File: src/rtl/dma_sched_pkg.sv
package dma_sched_pkg;
  localparam int CH_W      = 5;
  localparam int SLOT_BITS = 8;
  localparam int RX_BIT    = 7;
  localparam int HOST_DW   = 32;
  localparam int EN_BIT    = 31;

  typedef struct packed {
    logic            rx;
    logic [CH_W-1:0] ch;
  } slot_t;

  function automatic slot_t decode_slot(input logic [SLOT_BITS-1:0] b);
    slot_t s;
    s.rx = b[RX_BIT];
    s.ch = b[CH_W-1:0];
    return s;
  endfunction
endpackage

File: src/rtl/dma_sched_regs.sv
module dma_sched_regs
  import dma_sched_pkg::*;
#(
  parameter int NUM_SLOTS = 256,
  localparam int NUM_WORDS = NUM_SLOTS / 4,
  localparam int WORD_AW   = $clog2(NUM_WORDS),
  localparam int ADDR_W    = WORD_AW + 1,
  localparam int IDX_W     = $clog2(NUM_SLOTS)
) (
  input  logic               clk,
  input  logic               rst_n,
  input  logic               host_wr,
  input  logic [ADDR_W-1:0]  host_addr,
  input  logic [HOST_DW-1:0] host_wdata,
  output logic [HOST_DW-1:0] host_rdata,
  input  logic [IDX_W-1:0]   rd_idx,
  output slot_t              rd_slot,
  output logic [IDX_W-1:0]   ctl_last,
  output logic               ctl_en
);
  localparam logic [ADDR_W-1:0] CTRL_ADDR = ADDR_W'(NUM_WORDS);

  slot_t tbl [NUM_SLOTS];

  logic               wr_tbl, wr_ctl;
  logic [WORD_AW-1:0] word_idx;
  logic [IDX_W-1:0]   last_d;
  logic               en_d;

  always_comb begin
    wr_tbl   = host_wr && (host_addr < CTRL_ADDR);
    wr_ctl   = host_wr && (host_addr == CTRL_ADDR);
    word_idx = host_addr[WORD_AW-1:0];
    last_d   = wr_ctl ? host_wdata[IDX_W-1:0] : ctl_last;
    en_d     = wr_ctl ? host_wdata[EN_BIT]    : ctl_en;
  end

  for (genvar e = 0; e < NUM_SLOTS; e++) begin : g_slot
    localparam int WI = e / 4;
    localparam int BI = e % 4;
    logic  ld;
    slot_t nxt;
    always_comb begin
      ld  = wr_tbl && (word_idx == WI[WORD_AW-1:0]);
      nxt = decode_slot(host_wdata[BI*SLOT_BITS +: SLOT_BITS]);
    end
    always_ff @(posedge clk or negedge rst_n) begin
      if (!rst_n)  tbl[e] <= '0;
      else if (ld) tbl[e] <= nxt;
    end
  end

  always_ff @(posedge clk or negedge rst_n) begin
    if (!rst_n) begin
      ctl_last <= '0;
      ctl_en   <= 1'b0;
    end else if (wr_ctl) begin
      ctl_last <= last_d;
      ctl_en   <= en_d;
    end
  end

  always_comb begin
    rd_slot    = tbl[rd_idx];
    host_rdata = '0;
    if (host_addr == CTRL_ADDR) begin
      host_rdata[IDX_W-1:0] = ctl_last;
      host_rdata[EN_BIT]    = ctl_en;
    end
  end
endmodule

File: src/rtl/dma_sched_ready_sel.sv
module dma_sched_ready_sel
  import dma_sched_pkg::*;
#(
  localparam int NUM_CH = 1 << CH_W
) (
  input  slot_t             slot,
  input  logic [NUM_CH-1:0] tx_ready,
  input  logic [NUM_CH-1:0] rx_ready,
  output logic              slot_ready
);
  always_comb begin
    slot_ready = slot.rx ? rx_ready[slot.ch] : tx_ready[slot.ch];
  end
endmodule

File: src/rtl/dma_sched_walker.sv
module dma_sched_walker
  import dma_sched_pkg::*;
#(
  parameter int NUM_SLOTS = 256,
  localparam int IDX_W = $clog2(NUM_SLOTS)
) (
  input  logic            clk,
  input  logic            rst_n,
  input  logic            ctl_en,
  input  logic [IDX_W-1:0] ctl_last,
  input  slot_t           cur_slot,
  input  logic            cur_ready,
  input  logic            gnt_ack,
  output logic [IDX_W-1:0] ptr,
  output logic            gnt_valid,
  output slot_t           gnt_slot
);
  logic [IDX_W-1:0] ptr_d, ptr_succ;
  logic             valid_d, in_range, hit, load;

  always_comb begin
    in_range = (ptr <= ctl_last);
    ptr_succ = (ptr >= ctl_last) ? '0 : ptr + 1'b1;
    hit      = in_range && cur_ready;
    load     = 1'b0;
    ptr_d    = ptr;
    valid_d  = gnt_valid;
    if (!ctl_en) begin
      valid_d = 1'b0;
    end else if (gnt_valid) begin
      if (gnt_ack) begin
        valid_d = 1'b0;
        ptr_d   = ptr_succ;
      end
    end else if (hit) begin
      valid_d = 1'b1;
      load    = 1'b1;
    end else begin
      ptr_d = ptr_succ;
    end
  end

  always_ff @(posedge clk or negedge rst_n) begin
    if (!rst_n) begin
      ptr       <= '0;
      gnt_valid <= 1'b0;
    end else begin
      ptr       <= ptr_d;
      gnt_valid <= valid_d;
    end
  end

  always_ff @(posedge clk or negedge rst_n) begin
    if (!rst_n)    gnt_slot <= '0;
    else if (load) gnt_slot <= cur_slot;
  end
endmodule

File: src/rtl/dma_slot_sched.sv
module dma_slot_sched
  import dma_sched_pkg::*;
#(
  parameter int NUM_SLOTS = 256,
  localparam int NUM_CH  = 1 << CH_W,
  localparam int ADDR_W  = $clog2(NUM_SLOTS / 4) + 1,
  localparam int IDX_W   = $clog2(NUM_SLOTS)
) (
  input  logic               clk,
  input  logic               rst_n,
  input  logic               host_wr,
  input  logic [ADDR_W-1:0]  host_addr,
  input  logic [HOST_DW-1:0] host_wdata,
  output logic [HOST_DW-1:0] host_rdata,
  input  logic [NUM_CH-1:0]  tx_ready,
  input  logic [NUM_CH-1:0]  rx_ready,
  output logic               gnt_valid,
  input  logic               gnt_ack,
  output logic [CH_W-1:0]    gnt_ch,
  output logic               gnt_rx
);
  logic [1:0]       rst_pipe;
  logic             rst_n_sync;
  slot_t            cur_slot, gnt_slot;
  logic             cur_ready, ctl_en;
  logic [IDX_W-1:0] ctl_last, ptr;

  always_ff @(posedge clk or negedge rst_n) begin
    if (!rst_n) rst_pipe <= 2'b00;
    else        rst_pipe <= {rst_pipe[0], 1'b1};
  end
  assign rst_n_sync = rst_pipe[1];

  dma_sched_regs #(.NUM_SLOTS(NUM_SLOTS)) i_regs (
    .clk(clk), .rst_n(rst_n_sync),
    .host_wr(host_wr), .host_addr(host_addr), .host_wdata(host_wdata),
    .host_rdata(host_rdata), .rd_idx(ptr), .rd_slot(cur_slot),
    .ctl_last(ctl_last), .ctl_en(ctl_en)
  );

  dma_sched_ready_sel i_rsel (
    .slot(cur_slot), .tx_ready(tx_ready), .rx_ready(rx_ready),
    .slot_ready(cur_ready)
  );

  dma_sched_walker #(.NUM_SLOTS(NUM_SLOTS)) i_walk (
    .clk(clk), .rst_n(rst_n_sync), .ctl_en(ctl_en), .ctl_last(ctl_last),
    .cur_slot(cur_slot), .cur_ready(cur_ready), .gnt_ack(gnt_ack),
    .ptr(ptr), .gnt_valid(gnt_valid), .gnt_slot(gnt_slot)
  );

  assign gnt_ch = gnt_slot.ch;
  assign gnt_rx = gnt_slot.rx;
endmodule

File: config.mk
export PLATFORM = sky130hd
export DESIGN_NAME = dma_slot_sched
export DESIGN_NICKNAME = d
export VERILOG_FILES = /design/src/rtl/dma_sched_pkg.sv /design/src/rtl/dma_sched_regs.sv /design/src/rtl/dma_sched_ready_sel.sv /design/src/rtl/dma_sched_walker.sv /design/src/rtl/dma_slot_sched.sv
export SDC_FILE = /design/constraint.sdc
export NUM_CORES = 2
export LEC_CHECK = 0
export BUFFER_PORTS_ARGS = -buffer_cell sky130_fd_sc_hd__buf_2
export CAP_MARGIN = 20
export CORE_MARGIN = 2
export CORE_UTILIZATION = 50
export CTS_CLUSTER_DIAMETER = 120
export DETAILED_ROUTE_END_ITERATION = 10
export PLACE_DENSITY_LB_ADDON = 0.1
export SLEW_MARGIN = 20
export SYNTH_ARGS = -nofsm -noshare
export SYNTH_HDL_FRONTEND = slang
export SYNTH_HIERARCHICAL = 1
export SYNTH_SLANG_ARGS = --single-unit
File: constraint.sdc
create_clock -name clk -period 46.9 [get_ports clk]
set_clock_uncertainty 0.05 [all_clocks]
set_input_delay 4.69 -clock clk [delete_from_list [all_inputs] [get_ports clk]]
set_output_delay 4.69 -clock clk [all_outputs]
set_load 0.05 [all_outputs]
Word-level counts from Yosys, hierarchy flattened
Index checks and enable logic that the tools add are counted.
{ "classes": {"addsub": 1, "magnitude_cmp": 5, "eq_ne": 66, "n_mux": 20, "bitwise": 1, "reduce_logical": 69} }
{ "op_table": {"columns": ["op", "n"], "rows": [
  ["6-bit == test (second input constant)", 32],
  ["6-bit by 5-bit == test with 1-bit output (second input constant)", 16],
  ["1-bit logical AND", 67],
  ["6-bit binary-select mux with 8-bit select", 1],
  ["6-bit by 4-bit == test with 1-bit output (second input constant)", 8],
  ["8-bit two-way mux", 5],
  ["6-bit by 3-bit == test with 1-bit output (second input constant)", 4],
  ["6-bit by 2-bit == test with 1-bit output (second input constant)", 2],
  ["6-bit two-way mux", 2],
  ["1-bit binary-select mux with 5-bit select", 2],
  ["1-bit two-way mux", 10],
  ["9-bit greater-or-equal comparator (second input constant)", 1],
  ["8-bit inverter with 9-bit output", 1],
  ["8-bit by 1-bit adder with 8-bit output (second input constant)", 1],
  ["8-bit greater-or-equal comparator", 1],
  ["8-bit less-or-equal comparator", 1],
  ["7-bit == test (second input constant)", 1],
  ["7-bit < comparator (second input constant)", 1],
  ["6-bit by 1-bit == test with 1-bit output (second input constant)", 1],
  ["6-bit logical NOT", 1],
  ["5-bit by 6-bit < comparator with 1-bit output (second input constant)", 1],
  ["3-bit AND reduction", 1],
  ["2-bit by 1-bit inequality test with 1-bit output (second input constant)", 1],
  ["2-bit inequality test (second input constant)", 1]
]} }
{ "word_totals": {"regBits": 1562, "in_bits": 107, "out_inout_bits": 39, "word_cells": 681} }

Longest topological paths before layout
{ "logic_depth": {"depth_word": 11, "mapped_depth": 25, "depth_no_buf": 16} }

By module
Netlist, hierarchy kept.
{ "by_module_without_submodules": {"columns": ["mod", "n_inst", "cells_per_inst", "area_each_um2", "seq_area_each_um2"], "rows": [
  ["dma_sched_regs", 1, 4584, 70666.5, 38662.1],
  ["dma_sched_walker", 1, 95, 973.4, 375.4],
  ["dma_sched_ready_sel", 1, 62, 600.6, 0.0],
  ["dma_slot_sched", 1, 3, 53.8, 50.0]
]} }

Least setup slack after synthesis
OpenSTA, ideal clock, no wires.
{ "synth_timing": {"path_type": "input -> output", "from": "input port host_addr[0]", "to": "output port host_rdata[0]", "t_arrival_ns": 6.044, "setup_slack_ns": 36.116, "path_stages": 5, "path_cell_list": "clkbuf_1 nor4_2 and3_1 clkbuf_1 and2_1"} }
{ "synth_via": {"elab_chain_cells": 2} }
{ "synth_rtl": {"columns": ["item", "line_no", "rtl"], "rows": [
  ["start, declared", "dma_slot_sched.sv:12", "input logic [ADDR_W-1:0] host_addr,"],
  ["7-bit == test", "dma_sched_regs.sv:66", "if (host_addr == CTRL_ADDR) begin"],
  ["8-bit two-way mux", "dma_sched_regs.sv:66", null],
  ["end, declared", "dma_slot_sched.sv:14", "output logic [HOST_DW-1:0] host_rdata,"]
]} }
Every way passes these cells.

Worst setup path after layout
{ "layout_timing": {"from": "input port host_addr[3]", "to": "output port host_rdata[0]"} }
Same word-level chain as after synthesis.

==> flow_summary.json <==
{
  "synth_area_leaders": "dfrtp_1, mux2_2, mux4_2",
  "synth_top_family_by_area": "multiplexers",
  "route.detailed.wl_per_inst_um": 28.5,
  "hold_depth": 0,
  "worstMarginPinSlew_ps": 1160,
  "synth_compound_area_share_pct": 2.83,
  "fp.dieH_um": 384,
  "crit_type": "input pin to output pin",
  "synth_edf_count": 0,
  "crit_slowest_cell": "nor4_4",
  "start_util_pct": 50.4,
  "synth_xor_area_share_pct": 0,
  "yosys_warnings": 6,
  "via_per_inst": 6.15,
  "syn_inst": 4744,
  "cts_tree": "done",
  "core-area_mm2": 0.143,
  "rsz0062_at_grt": "false",
  "worst_setup_path_start_kind": "input pin",
  "r2r-start": "i_walk/ptr[0]",
  "maxCapViolCount": 0,
  "gr-total-overflow": 0,
  "p_per_area_mw_per_mm2": 43.4,
  "dr.pass1.iters": 5,
  "grtUsageTotal_pct": 26.4,
  "clockBufferDepth": 3,
  "cts-root-buf": "clkbuf_16",
  "placed_area_mm2": 0.0742,
  "dieArea_mm2": 0.148,
  "postCtsSetupRepairBufs": 0,
  "critPathRequiredTime_ps": 42160,
  "dpl_worst_slack_ps": 35430,
  "finalHoldViolations": 0,
  "yosysMostFrequentCell": "dfrtp_1",
  "endpoint_kind": "output pin",
  "synth-simple-area-share_pct": 2.33,
  "post_synth.cell_area_avg_um2": 15.2,
  "peakVddDrop_uv": 38.1,
  "min_path_type": "register to register",
  "io_buffers": 116,
  "reg2reg_depth": 19,
  "cp_common_cell": "buf_2",
  "ys_seq_area_share_pct": 54.1,
  "boundaryPins": 146,
  "area_growth_syn_to_layout_pct": 10.6,
  "clkLatencyLatePin_ps": 800,
  "drtIter0Drc": 2847,
  "nets": 4805,
  "fin_area_mm2": 0.0799,
  "dpl.cell_count": 6417,
  "yosysTopAreaCellShare_pct": 54.1,
  "place.gp.congestion": 0.842,
  "cts_buffers": 168,
  "hold_buffers": 0,
  "cp_cell_sequence": "buf_2 > nor4_4 > buf_4 > and3_1 > and2_1 > buf_2",
  "vias": 41400,
  "ant_nets": 0,
  "grt_pass1_vias": 43100,
  "grt_pass1_wl_um": 289000,
  "synth_top_cell_by_area": "dfrtp_1",
  "synth-seq-cells": 1562,
  "drcViolationCount": 0,
  "outcome": "finished clean",
  "worst_slack_ps": 35390,
  "ys.flop_type": "dfrtp_1",
  "h-tree-depth": 4,
  "grt_max_degree": 168,
  "min_period_over_period_pct": 24.5,
  "hold_start": "rst_pipe[0]",
  "slowest_delay_ps": 740,
  "die_w_um": 384,
  "synth-adder-area-share_pct": 0.156,
  "leakage_nw": 37.4,
  "cp_data_arrival_time_ps": 6770,
  "fin_setup_tns_ps": 0,
  "max_slew_margin_pct": 22.7,
  "synthDistinctLibCells": 68,
  "finalMaxSlewViolations": 0,
  "rows": 139,
  "antenna_found_initial": 17,
  "cts.clk_slew.worst_paths_ps": 50,
  "cts_resized": 0,
  "drive_gt1_share_pct": 51.1,
  "drt_wl_total_um": 192000,
  "fin_crit_ps": 11510,
  "fmax_ghz": 0.0869,
  "setup_viol_count_final": 0,
  "path_max_fanout": 10,
  "synthTopCellsByCount": "dfrtp_1, mux2_2, mux4_2",
  "hpwl_um": 113000,
  "syn-cell-area_mm2": 0.0723,
  "muxShareOfSynthArea_pct": 37.3,
  "instances_no_fill": 6730,
  "cts.sinks": 1562,
  "synth-async-reset-ratio_pct": 100,
  "cp-startpoint": "host_addr[3]"
}
[per-stage QoR]
step	power [mW]	utilization [%]	hold WS (ps)
after floorplan	2.03	-	281
after global placement	2.15	51.6	282
after detailed placement	2.16	51.7	286
after CTS	3.51	55.6	299
after global routing	3.62	55.7	302
final	3.47	55.7	298
[layer usage]
layer / track usage [%] / part of all wire, % / wire, um
met1: 36.8 / 44 / 85000
met2: 43.1 / 49 / 93000
met3: 3.89 / 4.4 / 8500
met4: 7.94 / 2.6 / 4970
met5: 0 / 0.013 / 24
[final timing paths]
check	end	slack, ps
setup / recovery	host_rdata[0]	35390
hold / removal	rst_pipe[1]	300
setup reg to reg	i_walk/ptr[5]	39670
hold reg to reg	rst_pipe[1]	300
max in group asynchronous	i_walk/ptr[2]	40870
min in group asynchronous	i_regs/tbl[312]	410
[cell type report]
cell class | instances | area, um2
diodes | 4 | 10.0
fillers | 11600 | 63600
inverters | 14 | 52.6
repair buffers | 234 | 1690
multi-input cells | 2709 | 31100
clock buffers | 259 | 5130
well taps | 1903 | 2380
clock inverters | 45 | 488
flip-flops and latches | 1562 | 39100
[power by group]
group / leakage, nW / switching [mW] / internal, mW
combinational: 13.3 / 0.318 / 0.288
sequential: 21.2 / 0.0642 / 1.46
clock: 2.79 / 0.545 / 0.796
[critical path: cells and delay by family]
family	cells	cell delay, ps
and+or+nand+nor	3	1350
buffers and inverters	3	710
[sequential cells by signal, indices dropped and copies added (netlist names)]
signal,cells
i_walk/ptr,8
i_regs/ctl_last,8
i_regs/ctl_en,1
i_walk/gnt_valid,1
i_regs/tbl,1536
rst_pipe,2
i_walk/gnt_slot,6
[cell families (layout without fill, tap and decap cells)]
kind of cell    count (synthesis)  count (layout)
mux                          2056            2056
flops                        1562            1562
simple gates                  340             340
other cells                     2              28
fa+ha+maj                       9               9
buf+inv                       495             552
compound gates                280             280
[cell usage in the layout, fill, tap and decap left out, types with 15 or more instances in the layout]
master,count
o211ai_1,17
o21ai_0,41
nor2_2,18
nand2_2,15
buf_4,126
buf_2,92
o22ai_1,26
mux2_2,1533
mux4_2,353
nor2_1,50
nor2b_1,36
conb_1,24
dfrtp_1,1556
a22oi_1,50
mux2_1,28
nand2b_1,19
clkbuf_1,39
nand3_1,22
o221ai_1,30
clkbuf_8,46
a21oi_1,19
clkbuf_16,174
clkinv_2,26
mux2i_1,141
nand2_1,87
(Power assumes the default switching activity.)
